`config.mk`:
```
export PLATFORM = sky130hd
export DESIGN_NAME = sadc_port
export DESIGN_NICKNAME = d
export VERILOG_FILES = /design/src/rtl/sadc_pkg.sv /design/src/rtl/sadc_sync.sv /design/src/rtl/sadc_rx.sv /design/src/rtl/sadc_tx.sv /design/src/rtl/sadc_port.sv
export SDC_FILE = /design/constraint.sdc
export NUM_CORES = 1
export LEC_CHECK = 0
export ABC_AREA = 1
export BUFFER_PORTS_ARGS = -buffer_cell sky130_fd_sc_hd__buf_2
export CAP_MARGIN = 0
export CORE_ASPECT_RATIO = 0.7
export CORE_MARGIN = 2
export CORE_UTILIZATION = 25
export DETAILED_ROUTE_END_ITERATION = 8
export MAX_ROUTING_LAYER = met4
export PLACE_DENSITY_LB_ADDON = 0.05
export SYNTH_ARGS = -nofsm -noshare
export SYNTH_HDL_FRONTEND = slang
export SYNTH_SLANG_ARGS = --single-unit
```
`constraint.sdc`:
```
create_clock -name clk -period 2.29 [get_ports clk]
set_clock_uncertainty 0.15 [all_clocks]
set_input_delay 0 -clock clk [delete_from_list [all_inputs] [get_ports clk]]
set_output_delay 0 -clock clk [all_outputs]
set_load 0.03 [all_outputs]
```
`src/rtl/sadc_pkg.sv`:
```
package sadc_pkg;
  localparam int CFG_W = 3;

  typedef enum logic [1:0] {
    RX_HUNT = 2'd0,
    RX_CFG  = 2'd1,
    RX_DONE = 2'd2
  } rx_state_e;

  // first bit received sits at the top
  typedef struct packed {
    logic single;
    logic odd;
    logic msb_only;
  } cfg_t;
endpackage

```
`src/rtl/sadc_sync.sv`:
```
module sadc_sync #(
  parameter int          W       = 1,
  parameter int          STAGES  = 2,
  parameter logic [W-1:0] RST_VAL = '0
) (
  input  logic         clk,
  input  logic         rst_n,
  input  logic [W-1:0] d,
  output logic [W-1:0] q
);
  logic [W-1:0] stage [STAGES];

  for (genvar g = 0; g < STAGES; g++) begin : g_stage
    always_ff @(posedge clk or negedge rst_n) begin
      if (!rst_n) begin
        stage[g] <= RST_VAL;
      end else begin
        if (g == 0) stage[g] <= d;
        else        stage[g] <= stage[(g == 0) ? 0 : g-1];
      end
    end
  end

  assign q = stage[STAGES-1];
endmodule

```
`src/rtl/sadc_rx.sv`:
```
module sadc_rx
  import sadc_pkg::*;
(
  input  logic clk,
  input  logic rst_n,
  input  logic cs_hi,
  input  logic sclk_rise,
  input  logic din_s,
  output logic conv_start,
  output cfg_t cfg,
  output logic cfg_done
);
  localparam int CNT_W = (CFG_W > 1) ? $clog2(CFG_W) : 1;
  localparam logic [CNT_W-1:0] CNT_LAST = CNT_W'(CFG_W - 1);

  rx_state_e        state_q, state_d;
  logic [CNT_W-1:0] cnt_q, cnt_d;
  logic [CFG_W-1:0] shreg_q, shreg_d;
  cfg_t             cfg_q;
  logic             start;

  always_comb begin
    state_d = state_q;
    cnt_d   = cnt_q;
    shreg_d = shreg_q;
    start   = 1'b0;
    if (cs_hi) begin
      state_d = RX_HUNT;
      cnt_d   = '0;
    end else if (sclk_rise) begin
      unique case (state_q)
        RX_HUNT: begin
          if (din_s) begin
            state_d = RX_CFG;
            cnt_d   = '0;
          end
        end
        RX_CFG: begin
          shreg_d = {shreg_q[CFG_W-2:0], din_s};
          cnt_d   = cnt_q + 1'b1;
          if (cnt_q == CNT_LAST) begin
            state_d = RX_DONE;
            start   = 1'b1;
          end
        end
        default: ;
      endcase
    end
  end

  always_ff @(posedge clk or negedge rst_n) begin
    if (!rst_n) begin
      state_q <= RX_HUNT;
      cnt_q   <= '0;
      shreg_q <= '0;
      cfg_q   <= '0;
    end else begin
      state_q <= state_d;
      cnt_q   <= cnt_d;
      shreg_q <= shreg_d;
      if (start) cfg_q <= cfg_t'(shreg_d);
    end
  end

  assign conv_start = start;
  assign cfg        = cfg_q;
  assign cfg_done   = (state_q == RX_DONE);
endmodule

```
`src/rtl/sadc_tx.sv`:
```
module sadc_tx #(
  parameter int DATA_W = 12
) (
  input  logic              clk,
  input  logic              rst_n,
  input  logic              cs_hi,
  input  logic              sclk_fall,
  input  logic              armed,
  input  logic              lsb_tail,
  input  logic [DATA_W-1:0] res,
  output logic              dout,
  output logic              dout_oe
);
  localparam int IDX_W = $clog2(2*DATA_W + 1);
  localparam logic [IDX_W-1:0] IDX_LAST = IDX_W'(2*DATA_W);

  logic             act_q, act_d;
  logic             oe_q, oe_d;
  logic             bit_q, bit_d;
  logic [IDX_W-1:0] idx_q, idx_d;

  // slot 0 null, 1..DATA_W msb-first, then optional reversed tail
  function automatic logic pick(input logic [DATA_W-1:0] r, input logic tail, input int k);
    if (k == 0)                   return 1'b0;
    if (k <= DATA_W)              return r[DATA_W-k];
    if (tail && (k < 2*DATA_W))   return r[k-DATA_W];
    return 1'b0;
  endfunction

  always_comb begin
    act_d = act_q;
    oe_d  = oe_q;
    bit_d = bit_q;
    idx_d = idx_q;
    if (cs_hi) begin
      act_d = 1'b0;
      oe_d  = 1'b0;
      bit_d = 1'b0;
      idx_d = '0;
    end else if (sclk_fall && armed) begin
      if (!act_q) begin
        act_d = 1'b1;
        oe_d  = 1'b1;
        idx_d = '0;
        bit_d = 1'b0;
      end else begin
        if (idx_q != IDX_LAST) idx_d = idx_q + 1'b1;
        bit_d = pick(res, lsb_tail, int'(idx_d));
      end
    end
  end

  always_ff @(posedge clk or negedge rst_n) begin
    if (!rst_n) begin
      act_q <= 1'b0;
      oe_q  <= 1'b0;
      bit_q <= 1'b0;
      idx_q <= '0;
    end else begin
      act_q <= act_d;
      oe_q  <= oe_d;
      bit_q <= bit_d;
      idx_q <= idx_d;
    end
  end

  assign dout    = bit_q;
  assign dout_oe = oe_q;
endmodule

```
`src/rtl/sadc_port.sv`:
```
module sadc_port
  import sadc_pkg::*;
#(
  parameter int DATA_W      = 12,
  parameter int SYNC_STAGES = 2
) (
  input  logic              clk,
  input  logic              rst_n,
  input  logic              cs_n,
  input  logic              sclk,
  input  logic              din,
  input  logic [DATA_W-1:0] result,
  output logic              conv_start,
  output logic [1:0]        mux_sel,
  output logic              dout,
  output logic              dout_oe
);
  logic rst_meta, rst_sync_n;
  logic [2:0] pins_s;
  logic cs_hi, sclk_s, din_s, sclk_prev;
  logic sclk_rise, sclk_fall;
  logic cfg_done;
  cfg_t cfg;
  logic [DATA_W-1:0] res_q;

  // asynchronous assert, synchronous release
  always_ff @(posedge clk or negedge rst_n) begin
    if (!rst_n) begin
      rst_meta   <= 1'b0;
      rst_sync_n <= 1'b0;
    end else begin
      rst_meta   <= 1'b1;
      rst_sync_n <= rst_meta;
    end
  end

  sadc_sync #(.W(3), .STAGES(SYNC_STAGES), .RST_VAL(3'b001)) u_sync (
    .clk  (clk),
    .rst_n(rst_sync_n),
    .d    ({din, sclk, cs_n}),
    .q    (pins_s)
  );

  assign cs_hi  = pins_s[0];
  assign sclk_s = pins_s[1];
  assign din_s  = pins_s[2];

  always_ff @(posedge clk or negedge rst_sync_n) begin
    if (!rst_sync_n) sclk_prev <= 1'b0;
    else             sclk_prev <= sclk_s;
  end

  assign sclk_rise = sclk_s & ~sclk_prev;
  assign sclk_fall = ~sclk_s & sclk_prev;

  sadc_rx u_rx (
    .clk       (clk),
    .rst_n     (rst_sync_n),
    .cs_hi     (cs_hi),
    .sclk_rise (sclk_rise),
    .din_s     (din_s),
    .conv_start(conv_start),
    .cfg       (cfg),
    .cfg_done  (cfg_done)
  );

  always_ff @(posedge clk or negedge rst_sync_n) begin
    if (!rst_sync_n)     res_q <= '0;
    else if (conv_start) res_q <= result;
  end

  sadc_tx #(.DATA_W(DATA_W)) u_tx (
    .clk      (clk),
    .rst_n    (rst_sync_n),
    .cs_hi    (cs_hi),
    .sclk_fall(sclk_fall),
    .armed    (cfg_done),
    .lsb_tail (~cfg.msb_only),
    .res      (res_q),
    .dout     (dout),
    .dout_oe  (dout_oe)
  );

  assign mux_sel = {cfg.single, cfg.odd};
endmodule

```
==> impl_results.md, run 1 <==
* Min cycle time layout at between 2 and 2.5 ns
* Area grow syn2layout at 28.03%
* Worst slew pin tran at roughly 0.55 ns
* Worst hold path class: flop to asynchronous set/reset pin
* Net Count, Synth at 248
* WL/cell at 11.84 um
* CTS root buffer: clkbuf_8
* Max Slew Vio Count at 0
* Via count at approximately 1500
* Largest net degree at the start of global routing at 26
* Ys flop type: dfrtp_1
* First-pass GRT wire length at about 7.5 mm
* Avg Inst Size Synth at 8.277 sq um
* CTS sink cnt at 38
* Status: complete, no violations
* Max Cap Viol at 0
* Die Footprint at 0.008201 sq mm
* FFs w/ async S/R, synth at 100.0%
* Count of final setup violators at 0
* Crit path launch type: flop
* Setup crit end kind: flop
* CTS tree: yes
* Commonest non-fill, non-tap cell in the layout: nand2_1
* Placed Cells at 346
* Antenna violations before repair at 0
* Final Hold Vio Count at 0
* Dpl hpwl at roughly 3.2 mm
* H-Tree Depth at 2
* Worst VDD drop at 256.0 uV
* Mux cell area share after synthesis at 0%
* Max Freq at a little under 500 MHz
* RD Place Congestion at 0.7513
* I/O pins at 22
* Hold slack at ~0.075 ns
* Critical Path AT at 2.10 ns
* Remaining DRCs at 0
* Yosys reg bits at 38
* Simple-gate area share of the yosys netlist at 28.03%
* Adder-Cell Fraction of Synth Area at 3.344%
* Critical register-to-register path startpoint: u_tx.idx_q[1]
* Cell count after synthesis at 226
* Layout fillers at between 700 and 800
* Worst-path clk slew at 0.08 ns
* Initial Utilization at approximately a quarter
* Combinational family with the most area after synthesis: simple AND/OR/NAND/NOR gates
* Setup TNS at 0 ns
* Grt total ovfl at 0
* Number of I/O port buffers at 21
* Crit path kind: flop to flop
* # diodes at 0
* Fin nets at 294
* Top post-synthesis cells by area: dfrtp_1 48%, nand2_1 12%, nand3_1 7.0%, inv_1 5.6%, o21ai_0 5.4%
* Power per cell area at 674.3 mW/mm^2
* Core area at between 0.007 and 0.008 sq mm
* CP Max Fanout at 7
* Worst setup path startpoint: u_tx.idx_q[1]
* Register area at ~950 sq um
* Static Leakage at approximately 1.2 nW
* CP required at 2.32 ns
* Worst-Skew Late Latency at 0.29 ns
* Synth Area in XOR/XNOR at between 1 and 1.5%
* Number of CTS-inserted buffers at 5
* Die Span Y at ~76 um
* 1st-pass router iterations at 4
* Total track usage at 11.96%
* Post-synth EDFFs at 0
* Post-Route WL at between 4 and 5 mm
* Relative slew slack at 63.51%
* Final Core Density at 32.86%
* DRT iter0 DRCs at 55
* Library cells used by synthesis at 25
* Area of the multi-input gates at 789.5 sq um
* Routed Antenna Nets at 0
* Final worst-path cycle share at around 91%
* Synthesized area at 0.001871 sq mm
* Fraction of layout cells with a size suffix above 1 at 19.78%
* Number of cell rows at 26
* Vias in the first global route at 1466
* Post-Layout Cell Count at 371
* Post-synth top area cell: dfrtp_1
* Synth top area share at 48.16%
* Complex-gate fraction of the synthesized area at 8.294%
* Post-synthesis sequential area ratio at 50.97%
* Die W at 107.4 um
* Longest Clk Path Bufs at 2
* Synth Warn # at 0
* Vias/cell at 4.092
* Most frequent cells in the layout: 60 x nand2_1, 36 x dfrtp_1, 27 x inv_1
worst max-delay path, cell delays in order, from the launching register on:
cell and delay (ns):
dfrtp_1 0.40, inv_1 0.10, ha_1 0.15, nand2_1 0.05, inv_1 0.12, nand3_1 0.21, nand2_4 0.17, nand2_1 0.08
and2_1 0.14, nand2_1 0.05, nand3_1 0.07, nand3_1 0.10, nand2_1 0.06, nand3_1 0.07, nand2_1 0.05
power breakdown:
group | internal [mW] | total (mW) | switching, mW
sequential | 0.787 | 0.839 | 0.0519
clock | 0.216 | 0.452 | 0.236
combinational | 0.136 | 0.324 | 0.188
cell type report:
| cell class | instances | share of cell area [%] |
|---|---|---|
| Multi-Input combinational cell | 152 | 32.97 |
| Clock buffer | 7 | 3.187 |
| Tap cell | 98 | 5.120 |
| Sequential cell | 38 | 39.81 |
| Timing Repair Buffer | 43 | 13.58 |
| Clock inverter | 1 | 0.3135 |
| Inverter | 32 | 5.016 |
metrics by stage:
| stage | setup WS (ns) | power, mW | cell area [sq um] |
|---|---|---|---|
| 5_1_grt | -0.008169 | 1.744 | 2395 |
| 3_5_place_dp | 0.1682 | 1.158 | 2123 |
| 2_1_floorplan | 0.3315 | 1.061 | 1871 |
| 4_1_cts | 0.1515 | 1.646 | 2377 |
| 3_3_place_gp | 0.1471 | 1.163 | 2123 |
| 6_report | 0.2158 | 1.615 | 2395 |
sequential cells by signal, summed over array words and instances, names as in the netlist, 2 cells and up:
name          cells
res_q            12
u_tx.idx_q        5
u_rx.cfg          3
u_sync.q          3
u_sync.stage      3
u_rx.cnt_q        2
u_rx.shreg_q      2
u_rx.state_q      2
worst paths after layout:
path	slack [ns]	endpoint	cells past startpoint
setup / recovery	0.22	u_tx.dout	14
hold reg to reg	0.08	res_q[7]	0
max in group asynchronous	1.30	u_sync.q[0]	1
min in group clk	0.20	u_sync.stage[5]	2
setup reg to reg	0.22	u_tx.dout	14
hold / removal	0.08	res_q[7]	0
cells in the mapped netlist (all sizes together), types with 3 or more instances:
master	count
buf	4
and2	3
o21ai	21
dfrtp	36
ha	5
o22ai	3
nor2	9
a21oi	3
xor2	3
nand3	26
nand2	73
inv	32
cells by family after synthesis:
group	after synthesis
compound gates	29
xor+xnor	3
fa+ha+maj	5
buf+inv	36
flops	38
other cells	1
simple gates	114
layer usage:
metal  part of all wire, %  up-vias  track usage, %
met2                    38       22           15.25
met5                     0        -               -
met1                    58      684           18.48
met3                   3.6        2           3.080
li1                      -      810               -
met4                  0.41        0           2.949
timing repair:
action / in CTS / in global routing
setup buffers: 0 / 0
resized for setup: 0 / 5
hold buffers: 17 / 0
hold endpoints to repair: 17 / 0
endpoints found under the setup margin: 0 / 1
No activity file was read; power rests on OpenSTA's default activity.
==> inputs of run 2 (changes only) <==
--- a/config.mk
+++ b/config.mk
@@ -6,11 +6,12 @@
 export NUM_CORES = 1
 export LEC_CHECK = 0
 export ABC_AREA = 1
+export ABC_CLOCK_PERIOD_IN_PS = 2290
 export BUFFER_PORTS_ARGS = -buffer_cell sky130_fd_sc_hd__buf_2
 export CAP_MARGIN = 0
 export CORE_ASPECT_RATIO = 0.7
 export CORE_MARGIN = 2
-export CORE_UTILIZATION = 25
+export CORE_UTILIZATION = 30
 export DETAILED_ROUTE_END_ITERATION = 8
 export MAX_ROUTING_LAYER = met4
 export PLACE_DENSITY_LB_ADDON = 0.05
==> constraint.sdc (replaced) <==
create_clock -name clk -period 2.29 [get_ports clk]
set_clock_uncertainty 0.15 [all_clocks]
set_input_delay 0.458 -clock clk [delete_from_list [all_inputs] [get_ports clk]]
set_output_delay 0.458 -clock clk [all_outputs]
set_load 0.03 [all_outputs]
==> run 2 against run 1 <==
Global-route usage rose by 1.9 points; sequential cell count did not move; largest power group unchanged; core utilization rose by 4.4 points.
==> impl_results.md, run 2 (synthesis gave the netlist of run 1 again) <==
* Post-Layout Cell Count at 336
* Number of CTS-inserted buffers at 5
* Max Freq at 461.1 MHz
* Placed Cells at 326
* Longest Clk Path Bufs at 2
* RD Place Congestion at 0.7305
* Area grow syn2layout at 22.14%
* 1st-pass router iterations at 6
* RSZ-0062 raised after global routing: false
* Register area at 953.4 sq um
* Setup TNS at 0 ns
* CTS sink cnt at 38
* WL/cell at 11.83 um
* Fraction of layout cells with a size suffix above 1 at 23.26%
* Die Span Y at 70.07 um
* Final worst slack at 0.1214 ns
* CP required at 1.68 ns
* Routed Antenna Nets at 0
* Worst-path clk slew at 0.07 ns
* Crit path kind: flop to primary output
* R2R Setup Slk at 0.25 ns
* Total power at 1.816 mW
* Hold depth at 1
* Worst hold path class: input pin to flop
* DRT iter0 DRCs at 45
* Most frequent cells in the layout: 60 x nand2_1, 36 x dfrtp_1, 26 x inv_1
* Worst-Skew Late Latency at 0.29 ns
* Number of I/O port buffers at 21
* Final Hold Vio Count at 0
* Power per cell area at between 700 and 800 mW/mm^2
* Die Footprint at around 0.0069 sq mm
* H-Tree Depth at 2
* Fin nets at 279
* Max Slew Vio Count at 0
* Initial Utilization at between 30% and 40%
* Via count at between 1000 and 1500
* # diodes at 0
* Status: complete, no violations
* Post-Route WL at slightly below 4 mm
* Die W at 98.38 um
* Setup crit end kind: primary output
* RR Endpoint: u_tx.dout
* Vias/cell at 4.357
* First-pass GRT wire length at 7.383 mm
* Core area at about 0.006 sq mm
* Remaining DRCs at 0
* Commonest non-fill, non-tap cell in the layout: nand2_1
* Worst setup path startpoint: u_rx.state_q[1]
* Largest Register: res_q
* Critical Path AT at between 1.5 and 2 ns
* Number of cell rows at 24
* Largest net degree at the start of global routing at 37
* Static Leakage at 1.133 nW
* Crit path launch type: flop
* Design area at 0.002285 sq mm
* Dpl ws at 0.1462 ns
* Worst VDD drop at 311.3 uV
* Post-DP Area at 0.002098 sq mm
* Min-Delay Endpoint: u_sync.stage[3]
* CTS root buffer: clkbuf_8
* CTS tree: yes
* Grt total ovfl at 0
* Critical register-to-register path startpoint: u_tx.idx_q[0]
* Total track usage at 13.86%
* I/O pins at 22
* Final worst-path cycle share at 94.70%
* Antenna violations before repair at 0
* Regs by FF count: res_q x12, u_tx.idx_q x5
* Min cycle time layout at 2.169 ns
* Count of final setup violators at 0
* Worst reg-to-reg path cell count at 13
* Vias in the first global route at 1504
* Area of the multi-input gates at ~800 sq um
* CP Max Fanout at 4
* Dpl hpwl at between 2 and 3 mm
* Layout fillers at 656
* Max FFs per register at 12
* Max Cap Viol at 0
* Hold_sp: cs_n
-- run 2: worst max-delay path by stage --
stage / endpoint / slack, ns / cells after the start
after CTS: conv_start / 0.02 / 7
after floorplan: u_tx.dout / 0.33 / 13
after global routing: conv_start / 0.001 / 7
final: conv_start / 0.12 / 7
after global placement: u_tx.dout / 0.13 / 17
after detailed placement: u_tx.dout / 0.15 / 17
-- run 2: what timing repair did --
action	4_1_cts	5_1_grt
endpoints found under the setup margin	1	2
resized for setup	2	9
pin swaps	1	2
setup buffers	1	0
endpoints found under the hold margin	2	0
hold buffers	1	0
-- run 2: cell type report --
cell class / count / area share [%]
Inverter: 32 / 5.257
Timing Repair Buffer: 28 / 7.996
Sequential cell: 38 / 41.73
Multi-Input combinational cell: 152 / 34.72
Clock inverter: 3 / 3.012
Clock buffer: 5 / 3.012
Tap cell: 78 / 4.272
-- run 2: worst max-delay path, stage by stage, from the launching register on --
cell,delay (ns)
dfrtp_1,0.39
nor3_1,0.18
o21ai_1,0.14
nand2_1,0.12
o21ai_2,0.07
nor2_2,0.11
buf_6,0.13
buf_6,0.13
-- run 2: layer usage --
metal | vias to the layer above | wire length, um | global-route usage (%)
met4 | 0 | 23 | 3.196
met5 | - | 0 | -
met1 | 660 | 2184 | 21.01
li1 | 776 | - | -
met3 | 2 | 159 | 3.604
met2 | 26 | 1608 | 18.37
-- run 2: per-stage QoR --
stage / util (%) / hold WS (ns)
global route: 37.30 / 0.09860
global placement: 34.25 / 0.09754
floorplan: - / 0.01241
CTS: 36.89 / 0.1048
detailed placement: 34.25 / 0.09722
finish: 37.30 / 0.1224
-- run 2: where the power goes --
| group | total, mW | internal (mW) | switching, mW |
|---|---|---|---|
| registers | 0.830 | 0.786 | 0.0439 |
| clock network | 0.679 | 0.437 | 0.242 |
| logic | 0.307 | 0.120 | 0.187 |
| total | 1.82 | 1.34 | 0.473 |
==> inputs of run 3 (changes only) <==
--- a/config.mk
+++ b/config.mk
@@ -9,12 +9,13 @@
 export ABC_CLOCK_PERIOD_IN_PS = 2290
 export BUFFER_PORTS_ARGS = -buffer_cell sky130_fd_sc_hd__buf_2
 export CAP_MARGIN = 0
-export CORE_ASPECT_RATIO = 0.7
+export CORE_ASPECT_RATIO = 1.5
 export CORE_MARGIN = 2
 export CORE_UTILIZATION = 30
 export DETAILED_ROUTE_END_ITERATION = 8
 export MAX_ROUTING_LAYER = met4
 export PLACE_DENSITY_LB_ADDON = 0.05
+export SETUP_SLACK_MARGIN = 0.5
 export SYNTH_ARGS = -nofsm -noshare
 export SYNTH_HDL_FRONTEND = slang
 export SYNTH_SLANG_ARGS = --single-unit
==> run 3 against run 2 <==
Register-to-register slack about the same; non-clock buffer count is 24 higher; clock-buffer cell count increased by 1; worst setup slack gained 0.081 ns; power increased by 5.0%; via count grew 11%; maximum frequency is 3.9% higher; combinational power grew 16%; design area grew 19%; die area about the same.
==> impl_results.md, run 3 (synthesis gave the netlist of run 1 again) <==
* Fraction of layout cells with a size suffix above 1 at 37.10%
* Initial Utilization at 30.73%
* Setup TNS at 0 ns
* Total track usage at 16.24%
* Setup crit end kind: primary output
* Dpl ws at 0.1947 ns
* Worst hold path class: input pin to flop
* CTS sink cnt at 38
* Largest Register: res_q
* Max FFs per register at 12
* DRT iter0 DRCs at 59
* Regs by FF count: res_q x12, u_tx.idx_q x5
* Via count at 1629
* Area grow syn2layout at 45.48%
* Number of CTS-inserted buffers at 5
* Remaining DRCs at 0
* Min cycle time layout at 2.088 ns
* Count of final setup violators at 0
* Vias/cell at 4.563
* CP required at 1.68 ns
* # diodes at 0
* Critical Path AT at 1.48 ns
* Max Cap Viol at 0
* Static Leakage at around 1.3 nW
* RD Place Congestion at slightly below 0.8
* Largest net degree at the start of global routing at 37
* 1st-pass router iterations at 4
* Longest Clk Path Bufs at 2
* Antenna violations before repair at 0
* Power per cell area at roughly 700 mW/mm^2
* Most frequent cells in the layout: 55 x nand2_1, 35 x dfrtp_1, 26 x buf_4
* Worst-Skew Late Latency at 0.29 ns
* Number of cell rows at 35
* Dpl hpwl at about 3.1 mm
* Crit path kind: flop to primary output
* Number of I/O port buffers at 21
* Crit path launch type: flop
* Max Slew Vio Count at 0
* Final Hold Vio Count at 0
* Hold slack at 0.1085 ns
* WL/cell at 13.66 um
* First-pass GRT wire length at 8.066 mm
* Die Span Y at about 100 um
* Commonest non-fill, non-tap cell in the layout: nand2_1
* Fin nets at approximately 300
* Worst VDD drop at 545.2 uV
* Status: complete, no violations
* Die W at 68.47 um
* Die Footprint at 0.006896 sq mm
* CTS root buffer: clkbuf_8
* CTS tree: yes
* Max Freq at 478.9 MHz
* Post-Route WL at 4.878 mm
* CP Max Fanout at 3
* Vias in the first global route at 1706
* RSZ-0062 raised after global routing: true
* Worst-path clk slew at 0.08 ns
* H-Tree Depth at 2
* Final worst slack at between 0.2 and 0.25 ns
* Core area at 0.006087 sq mm
* Final worst-path cycle share at ~90%
* I/O pins at 22
* Grt total ovfl at 0
* Routed Antenna Nets at 0
==> run 3: cell count changes in the layout (fill, tap and decap cells not counted), moves of 2 or more <==
cell and delta:
buf_4 +22, clkinvlp_4 +2, inv_1 -3, nand2_1 -5, nand2_2 -5, nand2_4 +3, nand2_8 +7, nand3_1 -6
nand3_2 +3, nand3_4 +3, nor2_1 -2
==> run 3: area by class of cell <==
cell class	instances	area, sq um
Clock buffer	6	82.58
Clock inverter	2	60.06
Fill cell	603	3366
Inverter	32	138.9
Multi-Input combinational cell	152	1001
Sequential cell	38	954.7
Tap cell	74	92.59
Timing Repair Buffer	52	384.1
Timing Repair inverter	1	7.507
==> run 3: what timing repair did <==
action,CTS,global route
cloned,1,1
endpoints found under the setup margin,18,20
endpoints found under the hold margin,2,0
setup buffers,22,4
hold buffers,1,0
pin swaps,21,12
resized for setup,33,23
==> run 3: through the flow <==
stage	power (mW)	std cells	area (sq um)	utilization, %
after floorplan	1.064	226	1898	-
after global placement	1.157	320	2087	34.29
after CTS	1.909	352	2564	42.12
after global routing	2.039	357	2721	44.71
after detailed placement	1.156	320	2087	34.29
final	1.907	357	2721	44.71
==> run 3: power by group <==
group / internal [mW] / total (mW) / switching [mW]
clock network: 0.465 / 0.714 / 0.249
registers: 0.787 / 0.837 / 0.0502
logic: 0.147 / 0.356 / 0.209
==> run 3: per-layer routing <==
| layer | up-vias | GRT usage [%] | wire length, um |
|---|---|---|---|
| met5 | - | - | 0 |
| met4 | 0 | 5.077 | 74 |
| met3 | 6 | 2.346 | 81 |
| met2 | 18 | 27.96 | 2681 |
| met1 | 779 | 19.01 | 2041 |
| li1 | 826 | - | - |
==> run 3: final timing paths <==
path                                      start              end  slack [ns]  depth (start not counted)
worst max register to register  u_rx.state_q[0]    u_rx.cnt_q[0]        0.26                         11
worst max-delay path                  sclk_prev       conv_start        0.20                          6
worst min-delay path                       cs_n  u_sync.stage[3]        0.11                          1
min in group asynchronous            rst_sync_n         res_q[4]        0.14                          1
worst min register to register       rst_sync_n         res_q[4]        0.14                          1
max in group asynchronous            rst_sync_n  u_sync.stage[3]        1.49                          1
==> run 3: critical path: stages (launching register included) <==
cell     delay [ns]
dfrtp_1        0.40
nor3_2         0.22
o21ai_2        0.10
nand2_2        0.08
o21ai_2        0.08
nor2_4         0.17
buf_6          0.15
